### src/rtl/bch_fix_pkg.sv
// Package: shared encodings and per-strength sizes for the BCH fix-up engine.
// Assumes callers pass the 2-bit strength select unchanged from the top port.
package bch_fix_pkg;

    typedef enum logic [1:0] {
        LVL_T4  = 2'd0,
        LVL_T8  = 2'd1,
        LVL_T16 = 2'd2,
        LVL_RSV = 2'd3
    } bch_level_e;

    typedef enum logic [1:0] {
        ST_IDLE  = 2'd0,
        ST_READ  = 2'd1,
        ST_WRITE = 2'd2
    } fix_state_e;

    // Number of ECC nibbles stored per sector for a strength; reserved acts as T8.
    function automatic int ecc_nibbles(input logic [1:0] lvl);
        case (lvl)
            LVL_T4:  return 13;
            LVL_T16: return 52;
            default: return 26;
        endcase
    endfunction

    // Number of ECC bits at the tail of the codeword.
    function automatic int ecc_bits(input logic [1:0] lvl);
        return ecc_nibbles(lvl) * 4;
    endfunction

    // Number of syndrome bytes handed to the locator for a strength.
    function automatic int syn_bytes(input logic [1:0] lvl);
        case (lvl)
            LVL_T4:  return 8;
            LVL_T16: return 28;
            default: return 13;
        endcase
    endfunction

endpackage

### src/rtl/bch_loc_map.sv
// Module: bch_loc_map
// Turns one codeword bit location into a buffer byte address and bit mask.
// Locations inside the ECC tail or past the data region set apply low.
// Assumes LOC_W is wide enough to hold the data bits plus the largest ECC tail.
module bch_loc_map
    import bch_fix_pkg::*;
#(
    parameter int SECTOR_BYTES = 512,
    parameter int LOC_W        = 13,
    localparam int ADDR_W      = $clog2(SECTOR_BYTES),
    localparam int DATA_BITS   = SECTOR_BYTES * 8
) (
    input  logic [1:0]        level,
    input  logic [LOC_W-1:0]  loc,
    output logic              apply,
    output logic [ADDR_W-1:0] byte_addr,
    output logic [7:0]        bit_mask
);

    logic [LOC_W:0] loc_x;
    logic [LOC_W:0] ecc_x;
    logic [LOC_W:0] d_x;
    logic [LOC_W:0] flip_x;

    // Offset past the ECC tail, mirror into the data region, derive address and mask.
    always_comb begin
        loc_x     = {1'b0, loc};
        ecc_x     = (LOC_W+1)'(ecc_bits(level));
        d_x       = loc_x - ecc_x;
        apply     = (loc_x >= ecc_x) && (d_x < (LOC_W+1)'(DATA_BITS));
        flip_x    = (LOC_W+1)'(DATA_BITS - 1) - d_x;
        byte_addr = ADDR_W'(flip_x >> 3);
        bit_mask  = 8'b1 << d_x[2:0];
    end

endmodule

### src/rtl/bch_syn_reverse.sv
// Module: bch_syn_reverse
// Reverses the byte order of the first n syndrome bytes, n set by the strength;
// bytes at or above n are driven to zero. Purely combinational.
// Assumes SYN_MAX is at least the largest syndrome length (28).
module bch_syn_reverse
    import bch_fix_pkg::*;
#(
    parameter int SYN_MAX = 28,
    localparam int IDX_W  = $clog2(SYN_MAX)
) (
    input  logic [1:0]           level,
    input  logic [SYN_MAX*8-1:0] syn_in,
    output logic [SYN_MAX*8-1:0] syn_out
);

    logic [7:0]     in_b [SYN_MAX];
    logic [IDX_W:0] n_bytes;

    // Active syndrome length for the selected strength.
    always_comb n_bytes = (IDX_W+1)'(syn_bytes(level));

    for (genvar i = 0; i < SYN_MAX; i++) begin : g_byte
        localparam logic [IDX_W:0] POS = (IDX_W+1)'(i);
        assign in_b[i] = syn_in[i*8 +: 8];
        assign syn_out[i*8 +: 8] = (POS < n_bytes) ? in_b[IDX_W'(n_bytes - POS - 1'b1)] : 8'h00;
    end

endmodule

### src/rtl/bch_fix_ctrl.sv
// Module: bch_fix_ctrl
// Sequencer: captures a sector's locator result on start, rejects bad sectors,
// and walks the locations in index order doing a read then write per applied
// entry. Assumes buffer read data arrives one cycle after buf_rd and that no
// other agent writes the buffer while busy is high.
module bch_fix_ctrl
    import bch_fix_pkg::*;
#(
    parameter int MAX_ERR = 8,
    parameter int CNT_W   = 4,
    parameter int LOC_W   = 13,
    parameter int ADDR_W  = 9,
    localparam int SEL_W  = (MAX_ERR > 1) ? $clog2(MAX_ERR) : 1
) (
    input  logic                     clk,
    input  logic                     rst_n,
    input  logic                     start,
    input  logic [1:0]               level,
    input  logic [CNT_W-1:0]         err_cnt,
    input  logic [MAX_ERR*LOC_W-1:0] err_locs,
    input  logic                     uncorr,
    output logic [LOC_W-1:0]         cur_loc,
    output logic [1:0]               cur_level,
    input  logic                     map_apply,
    input  logic [ADDR_W-1:0]        map_addr,
    input  logic [7:0]               map_mask,
    output logic                     busy,
    output logic                     done,
    output logic                     fail,
    output logic                     buf_rd,
    output logic                     buf_wr,
    output logic [7:0]               buf_wdata,
    input  logic [7:0]               buf_rdata
);

    fix_state_e       state_q;
    logic [CNT_W-1:0] idx_q;
    logic [CNT_W-1:0] cnt_q;
    logic [1:0]       lvl_q;
    logic [LOC_W-1:0] locs_q [MAX_ERR];
    logic             done_q;
    logic             fail_q;
    logic             reject;
    logic             last_entry;

    // Sector rejection test and last-entry detect.
    always_comb begin
        reject     = uncorr || (err_cnt > CNT_W'(MAX_ERR));
        last_entry = (idx_q + CNT_W'(1)) == cnt_q;
    end

    // Main sequencer: capture on start, then read/write or skip each entry.
    always_ff @(posedge clk) begin
        if (!rst_n) begin
            state_q <= ST_IDLE;
            idx_q   <= '0;
            cnt_q   <= '0;
            lvl_q   <= '0;
            done_q  <= 1'b0;
            fail_q  <= 1'b0;
            for (int k = 0; k < MAX_ERR; k++) locs_q[k] <= '0;
        end else begin
            done_q <= 1'b0;
            case (state_q)
                ST_IDLE: begin
                    if (start) begin
                        fail_q <= reject;
                        lvl_q  <= level;
                        cnt_q  <= err_cnt;
                        idx_q  <= '0;
                        for (int k = 0; k < MAX_ERR; k++) locs_q[k] <= err_locs[k*LOC_W +: LOC_W];
                        if (reject || (err_cnt == '0)) done_q  <= 1'b1;
                        else                           state_q <= ST_READ;
                    end
                end
                ST_READ: begin
                    if (map_apply) begin
                        state_q <= ST_WRITE;
                    end else if (last_entry) begin
                        state_q <= ST_IDLE;
                        done_q  <= 1'b1;
                    end else begin
                        idx_q <= idx_q + CNT_W'(1);
                    end
                end
                ST_WRITE: begin
                    if (last_entry) begin
                        state_q <= ST_IDLE;
                        done_q  <= 1'b1;
                    end else begin
                        idx_q   <= idx_q + CNT_W'(1);
                        state_q <= ST_READ;
                    end
                end
                default: state_q <= ST_IDLE;
            endcase
        end
    end

    // Output decode: current entry to the mapper, buffer strobes and write data.
    always_comb begin
        cur_loc   = locs_q[SEL_W'(idx_q)];
        cur_level = lvl_q;
        busy      = state_q != ST_IDLE;
        done      = done_q;
        fail      = fail_q;
        buf_rd    = (state_q == ST_READ) && map_apply;
        buf_wr    = state_q == ST_WRITE;
        buf_wdata = buf_rdata ^ map_mask;
    end


    wr_follows_rd_chk: assert property (@(posedge clk) disable iff (!rst_n)
        buf_wr |-> $past(buf_rd));


    rmw_same_addr_chk: assert property (@(posedge clk) disable iff (!rst_n)
        buf_wr |-> (map_addr == $past(map_addr)));


    reject_unc_chk: assert property (@(posedge clk) disable iff (!rst_n)
        (start && !busy && uncorr) |=> (done && fail && !busy));


    reject_cnt_chk: assert property (@(posedge clk) disable iff (!rst_n)
        (start && !busy && (err_cnt > CNT_W'(MAX_ERR))) |=> (done && fail && !busy));


    zero_cnt_chk: assert property (@(posedge clk) disable iff (!rst_n)
        (start && !busy && !uncorr && (err_cnt == '0)) |=> (done && !fail && !busy));


    done_pulse_chk: assert property (@(posedge clk) disable iff (!rst_n)
        (done && !start) |=> !done);


    idle_quiet_chk: assert property (@(posedge clk) disable iff (!rst_n)
        !busy |-> (!buf_rd && !buf_wr));


    fail_hold_chk: assert property (@(posedge clk) disable iff (!rst_n)
        (!start || busy) |=> $stable(fail));

endmodule

### src/rtl/bch_fixup.sv
// Module: bch_fixup (top)
// BCH sector error fix-up: applies up to MAX_ERR locator results to an attached
// byte buffer by read-modify-write, and byte-reverses the calculated syndrome.
// Assumes a one-cycle-latency buffer that only this block writes while busy.
module bch_fixup
    import bch_fix_pkg::*;
#(
    parameter int SECTOR_BYTES = 512,
    parameter int MAX_ERR      = 8,
    parameter int CNT_W        = 4,
    parameter int LOC_W        = 13,
    parameter int SYN_MAX      = 28,
    localparam int ADDR_W      = $clog2(SECTOR_BYTES)
) (
    input  logic                     clk,
    input  logic                     rst_n,
    input  logic                     start,
    input  logic [1:0]               level,
    input  logic [CNT_W-1:0]         err_cnt,
    input  logic [MAX_ERR*LOC_W-1:0] err_locs,
    input  logic                     uncorr,
    output logic                     busy,
    output logic                     done,
    output logic                     fail,
    output logic [ADDR_W-1:0]        buf_addr,
    output logic                     buf_rd,
    output logic                     buf_wr,
    output logic [7:0]               buf_wdata,
    input  logic [7:0]               buf_rdata,
    input  logic [SYN_MAX*8-1:0]     syn_in,
    output logic [SYN_MAX*8-1:0]     syn_out
);

    logic [LOC_W-1:0]  cur_loc;
    logic [1:0]        cur_level;
    logic              map_apply;
    logic [ADDR_W-1:0] map_addr;
    logic [7:0]        map_mask;

    bch_fix_ctrl #(
        .MAX_ERR (MAX_ERR),
        .CNT_W   (CNT_W),
        .LOC_W   (LOC_W),
        .ADDR_W  (ADDR_W)
    ) u_ctrl (
        .clk       (clk),
        .rst_n     (rst_n),
        .start     (start),
        .level     (level),
        .err_cnt   (err_cnt),
        .err_locs  (err_locs),
        .uncorr    (uncorr),
        .cur_loc   (cur_loc),
        .cur_level (cur_level),
        .map_apply (map_apply),
        .map_addr  (map_addr),
        .map_mask  (map_mask),
        .busy      (busy),
        .done      (done),
        .fail      (fail),
        .buf_rd    (buf_rd),
        .buf_wr    (buf_wr),
        .buf_wdata (buf_wdata),
        .buf_rdata (buf_rdata)
    );

    bch_loc_map #(
        .SECTOR_BYTES (SECTOR_BYTES),
        .LOC_W        (LOC_W)
    ) u_map (
        .level     (cur_level),
        .loc       (cur_loc),
        .apply     (map_apply),
        .byte_addr (map_addr),
        .bit_mask  (map_mask)
    );

    bch_syn_reverse #(
        .SYN_MAX (SYN_MAX)
    ) u_rev (
        .level   (level),
        .syn_in  (syn_in),
        .syn_out (syn_out)
    );

    // Buffer address comes straight from the mapper.
    assign buf_addr = map_addr;

endmodule

### config.mk
export PLATFORM = sky130hd
export DESIGN_NAME = bch_fixup
export DESIGN_NICKNAME = d
export VERILOG_FILES = /design/src/rtl/bch_fix_pkg.sv /design/src/rtl/bch_loc_map.sv /design/src/rtl/bch_syn_reverse.sv /design/src/rtl/bch_fix_ctrl.sv /design/src/rtl/bch_fixup.sv
export SDC_FILE = /design/constraint.sdc
export NUM_CORES = 1
export LEC_CHECK = 0
export CAP_MARGIN = 10
export CORE_AREA = 3 3 227 229
export DETAILED_ROUTE_END_ITERATION = 12
export DIE_AREA = 0 0 230 232
export HOLD_SLACK_MARGIN = 0.1
export SETUP_SLACK_MARGIN = 0.2
export SYNTH_ARGS = -nofsm -noshare
export SYNTH_HDL_FRONTEND = slang
export SYNTH_SLANG_ARGS = --single-unit
export TNS_END_PERCENT = 50
### constraint.sdc
create_clock -name clk -period 6.5 [get_ports clk]
set_input_delay 1.3 -clock clk [delete_from_list [all_inputs] [get_ports clk]]
set_output_delay 1.3 -clock clk [all_outputs]
set_load 0.02 [all_outputs]
# After elaboration in Yosys (flattened, before gate mapping)
# Memories as Yosys holds them, arrays and structs flattened. A register that Yosys moved wholly into a read port is not among the register bits.
# Index checks and enable logic that the tools add are counted.
# W data, S select, Z words.
# totals
reg_bits	14
ram_bits	104
in_bits	346
mem_count	1
# classes
addsub	57
n_lt_le_gt_ge	59
eq_ne	9
shift	1
mux	144
bitwise	37
n_reduce_logical	13
# memory_table
memory	depth	width	read_ports	rd_ports_with_merged_regs	wr	line	rtl
u_ctrl.locs_q	8	13	1	1	8	bch_fix_ctrl.sv:40	logic [LOC_W-1:0] locs_q [MAX_ERR];
# ops
cell	n
$bmux W8 S5	28
$mux W8	84
$ge A6 B6 Y1 const B	28
$not A5 Y6	28
$sub A5 B1 Y5 const B	28
$mux W13	8
$lt A5 B5 Y1 const A	12
$sub A5 B5 Y5 const B	12
$lt A4 B5 Y1 const A	8
$sub A5 B4 Y5 const B	8
$lt A3 B5 Y1 const A	4
$sub A5 B3 Y5 const B	4
$lt A14 B13 Y1 const B	1
$sub A13 B8 Y14	1
$ge A13 B8 Y1	1
$mux W4	3
$pmux W4 S3	1
$pmux W6 S2	1
$sub A12 B12 Y12 const A	1
$lt A1 B5 Y1 const A	2
$lt A2 B5 Y1 const A	2
$mux W1	10
$pmux W5 S2	1
$sub A5 B2 Y5 const B	2
22 further kinds	42

# Depth between registers and ports, before layout
# depth
word_depth	9
depth_mapped	14
ltp_nobuf	11

# Modules after synthesis
# A second synthesis with hierarchy kept.
# hier_totals
cells_unflattened	835
hier_area_um2	8593.2
# modules_own_cells
module	instances	cells_per_inst	area_per_inst_um2	seq_area_each_um2
bch_fix_ctrl	1	372	5566.6	3463.3
bch_syn_reverse	1	403	2590.0	0.0
bch_loc_map	1	60	436.7	0.0

# Worst setup path after synthesis
# OpenSTA, ideal clock, no wires.
# synth_timing
kind	flip-flop to output port
from	register with a tool-made name
to	output buf_addr[8]
arrival_time_ps	3692
t_required_ps	5200
slack_ps	1508
path_stages_with_launch	15
path_cell_list	dfxtp_1 -> clkbuf_1 -> buf_2 -> clkbuf_1 -> mux4_2 -> mux2i_1 -> inv_1 -> ha_1 -> nor2b_1 -> o21a_1 -> o21a_1 -> o21a_1 -> o21ai_0 -> nand4b_1 -> xnor2_1
# synth_rtl
item	line	rtl
to (decl)	bch_fixup.sv:25	output logic [ADDR_W-1:0] buf_addr,

==> insert_results.sql <==
INSERT INTO impl_metrics (metric_group, metric, value, unit) VALUES
('status', 'status', 'completed', ''),
('worst_hold_path', 'holdCritPathClass', 'reg2reg', ''),
('clock_tree', 'worst_setup_hold_path_clk_slew', '60', 'ps'),
('critical_path', 'timing.critical_path.cells', 'mux4_2 -> mux2i_1 -> inv_1 -> ha_1 -> nor2b_1 -> o21a_1 -> o21a_1 -> o21a_1 -> o21ai_0 -> nand3b_1 -> xnor2_1 -> clkdlybuf4s50_1', ''),
('power', 'sequential_share_of_power', '29.1', '%'),
('sta', 'finalMaxSlewViolations', '0', ''),
('die', 'floorplan.initialDensity', '16.99', '%'),
('power', 'p_sw', '1.299', 'mW'),
('sta', 'holdWs', '451.6', 'ps'),
('placement', 'hpwlAfterDp', '42.69', 'mm'),
('drt', 'firstDrtPassIters', '5', ''),
('job', 'timing.max_cap.violations', '0', ''),
('yosys', 'top_post_synthesis_cells_by_area', 'sky130_fd_sc_hd__edfxtp_1 37%, sky130_fd_sc_hd__and2_1 17%, sky130_fd_sc_hd__mux2i_1 9.1%', ''),
('finish', 'finalNetCount', '1760', ''),
('finish', 'fillers', '5198', ''),
('critical_path', 'worstSetupPathType', 'reg2out', ''),
('clock_tree', 'cts_inserted_buffers', '17', ''),
('finish', 'layout.cells.non_filler', '2090', ''),
('power', 'combPwrFrac', '43.7', '%'),
('power', 'leakage', '5.956', 'nW'),
('global_route', 'antenna_found_initial', '20', ''),
('drt', 'detail_routed_net_length_per_standard_cell', '23.93', 'um'),
('sta', 'layout_min_cycle_time', '5532', 'ps'),
('critical_path', 'critical_path_data_required_time', '5200', 'ps'),
('critical_path', 'path_buf_inv', '2', ''),
('finish', 'layout-drive-gt1-share', '6.219', '%'),
('global_route', 'grt_first_pass_wirelength', '68.29', 'mm'),
('placement', 'place_congestion', '0.8816', ''),
('yosys', 'postSynthNetCount', '1203', ''),
('die', 'floorplan.die_area', '53360', 'um2'),
('drt', 'antenna_left', '0', ''),
('yosys', 'synth-warning-count', '0', ''),
('placement', 'place_area', '15090', 'um2'),
('critical_path', 'worstSetupStartpointType', 'flip-flop', ''),
('die', 'num_io_pins', '592', ''),
('clock_tree', 'cts_root_buffer', 'sky130_fd_sc_hd__clkbuf_16', ''),
('sta', 'fin_tns_setup', '0', 'ps'),
('drt', 'average_via_count_per_standard_cell', '4.207', ''),
('power', 'power.density_cell_area', '240.3', 'nW/um2'),
('power', 'swShare', '34.33', '%'),
('critical_path', 'cp_slowest_cell', 'sky130_fd_sc_hd__clkdlybuf4s50_1', ''),
('yosys', 'synth_cell_type_count', '48', ''),
('global_route', 'global_route.overflow_total', '0', ''),
('power', 'power_frac_clock', '27.2', '%'),
('critical_path', 'cp_slowest_stage_delay', '640', 'ps'),
('global_route', 'grt_start_max_net_pins', '92', ''),
('power', 'p_total', '3.783', 'mW'),
('sta', 'hold_violation_total_from_the_final_report', '0', ''),
('finish', 'syn2layout_area_growth', '85.79', '%'),
('critical_path', 'critical_path.top_delay_family', 'multiplexers', ''),
('yosys', 'netlist_top_cells_count', '226 x sky130_fd_sc_hd__and2_1, 104 x sky130_fd_sc_hd__edfxtp_1, 93 x sky130_fd_sc_hd__nand2_1, 77 x sky130_fd_sc_hd__mux2i_1, 71 x sky130_fd_sc_hd__o21ai_0', ''),
('critical_path', 'cp_data_arrival_time', '4230', 'ps'),
('yosys', 'syn_inst', '845', ''),
('placement', 'numPlacedInstances', '2054', ''),
('drt', 'vias', '8792', ''),
('sta', 'clock.fmax', '180.8', 'MHz'),
('drt', 'detail_route.drc_violations', '0', ''),
('die', 'die_height', '232', 'um'),
('critical_path', 'worst_setup_path_end_kind', 'primary output', ''),
('yosys', 'synth-edff-count', '104', ''),
('yosys', 'synth.most_common_cell', 'sky130_fd_sc_hd__and2_1', ''),
('power', 'p_int', '2.484', 'mW'),
('clock_tree', 'cts.path.max_buffers', '2', ''),
('sta', 'relSlewSlack', '44.62', '%'),
('sta', 'grt_setup_unrepaired', 'no', ''),
('placement', 'port_buffers', '591', ''),
('sta', 'timing_worst_slew_pin_value', '830.8', 'ps'),
('yosys', 'synth_area', '8473', 'um2'),
('yosys', 'synth-seq-area-share', '40.87', '%'),
('clock_tree', 'numClockSinks', '121', ''),
('yosys', 'synth_flop_cell', 'sky130_fd_sc_hd__edfxtp_1', '');
[final cells by class]
| cell class | count | area, um2 | share of cell area [%] |
|---|---|---|---|
| Multi-Input combinational cell | 644 | 4705 | 29.88 |
| Antenna cell | 3 | 7.507 | 0.04769 |
| Sequential cell | 121 | 3465 | 22.01 |
| Inverter | 15 | 58.81 | 0.3735 |
| Tap cell | 672 | 840.8 | 5.341 |
| Timing Repair Buffer | 603 | 6027 | 38.28 |
| Clock inverter | 15 | 214.0 | 1.359 |
| Clock buffer | 17 | 425.4 | 2.702 |
[cells by family after synthesis]
logic type / share of synthesized area [%]
adders and majority gates: 1.861
DFF: 40.87
muxes: 16.27
buffers and inverters: 3.751
AOI/OAI and AO/OA: 11.55
and+or+nand+nor: 23.52
xor gates and xnor gates: 2.171
[through the flow]
step	utilization, %	setup WS, ps
3_3_place_gp	30.26	1381
2_1_floorplan	-	1508
3_5_place_dp	30.26	1406
5_1_grt	31.56	653.1
4_1_cts	31.55	925.2
6_report	31.57	967.6
[worst reg2reg max path, delay by kind of cell (launching register included)]
| kind | cells | cell delay (ps) |
|---|---|---|
| compound gates | 5 | 1350 |
| mux | 2 | 890 |
| simple gates | 2 | 610 |
| flops | 1 | 540 |
| fa+ha+maj | 1 | 270 |
| buf+inv | 1 | 90 |
[power groups by stage]
stage	clock network [mW]	logic [mW]	registers [mW]
4_1_cts	1.05	1.67	1.11
3_5_place_dp	0	1.67	1.12
6_report	1.03	1.65	1.10
3_3_place_gp	0	1.66	1.12
2_1_floorplan	0	0.863	1.09
5_1_grt	1.08	1.76	1.12
[sequential cells by signal (all words and copies together), names as in the netlist, named ones only]
| signal | flops |
|---|---|
| u_ctrl.cur_level | 2 |
| u_ctrl.cnt_q | 4 |
| u_ctrl.done | 1 |
| u_ctrl.state_q | 2 |
| u_ctrl.fail | 1 |
| u_ctrl.locs_q | 104 |
| u_ctrl.idx_q | 4 |
[routing by layer]
layer	GRT usage, %	part of all wire (%)	vias to the layer above
met2	30.47	49	394
li1	-	-	4104
met4	6.703	3.7	28
met3	6.514	8.7	89
met1	20.59	39	4177
met5	0	0.35	-
[cell usage in the layout (no fill, tap or decap), types with 3 or more instances in the layout]
master and count:
sky130_fd_sc_hd__clkdlybuf4s50_1 589, sky130_fd_sc_hd__and2_1 226, sky130_fd_sc_hd__edfxtp_1 104, sky130_fd_sc_hd__nand2_1 93
sky130_fd_sc_hd__mux2i_1 77, sky130_fd_sc_hd__o21ai_0 71, sky130_fd_sc_hd__a22o_1 45, sky130_fd_sc_hd__mux4_2 23
sky130_fd_sc_hd__clkbuf_16 17, sky130_fd_sc_hd__dfxtp_1 16, sky130_fd_sc_hd__xnor2_1 14, sky130_fd_sc_hd__inv_1 13
sky130_fd_sc_hd__nor2_1 12, sky130_fd_sc_hd__ha_1 11, sky130_fd_sc_hd__buf_4 10, sky130_fd_sc_hd__mux2_2 8
sky130_fd_sc_hd__xor2_1 7, sky130_fd_sc_hd__o211ai_1 6, sky130_fd_sc_hd__nor3_1 6, sky130_fd_sc_hd__a21oi_1 5
sky130_fd_sc_hd__clkinv_4 4, sky130_fd_sc_hd__bufinv_16 4, sky130_fd_sc_hd__diode_2 3, sky130_fd_sc_hd__nand2b_1 3
sky130_fd_sc_hd__nor2b_1 3, sky130_fd_sc_hd__o21a_1 3, sky130_fd_sc_hd__o31ai_1 3, sky130_fd_sc_hd__inv_6 3
[path summary, 6_finish.rpt]
check	end	slack [ps]	cells after the start	startpoint
max	buf_addr[6]	970	12	flip-flop
min	u_ctrl.fail$_SDFFE_PN0P_	450	2	u_ctrl.fail$_SDFFE_PN0P_
max reg2reg	flip-flop	2590	11	flip-flop
min reg2reg	u_ctrl.fail$_SDFFE_PN0P_	450	2	u_ctrl.fail$_SDFFE_PN0P_
(Power assumes the default switching activity.)
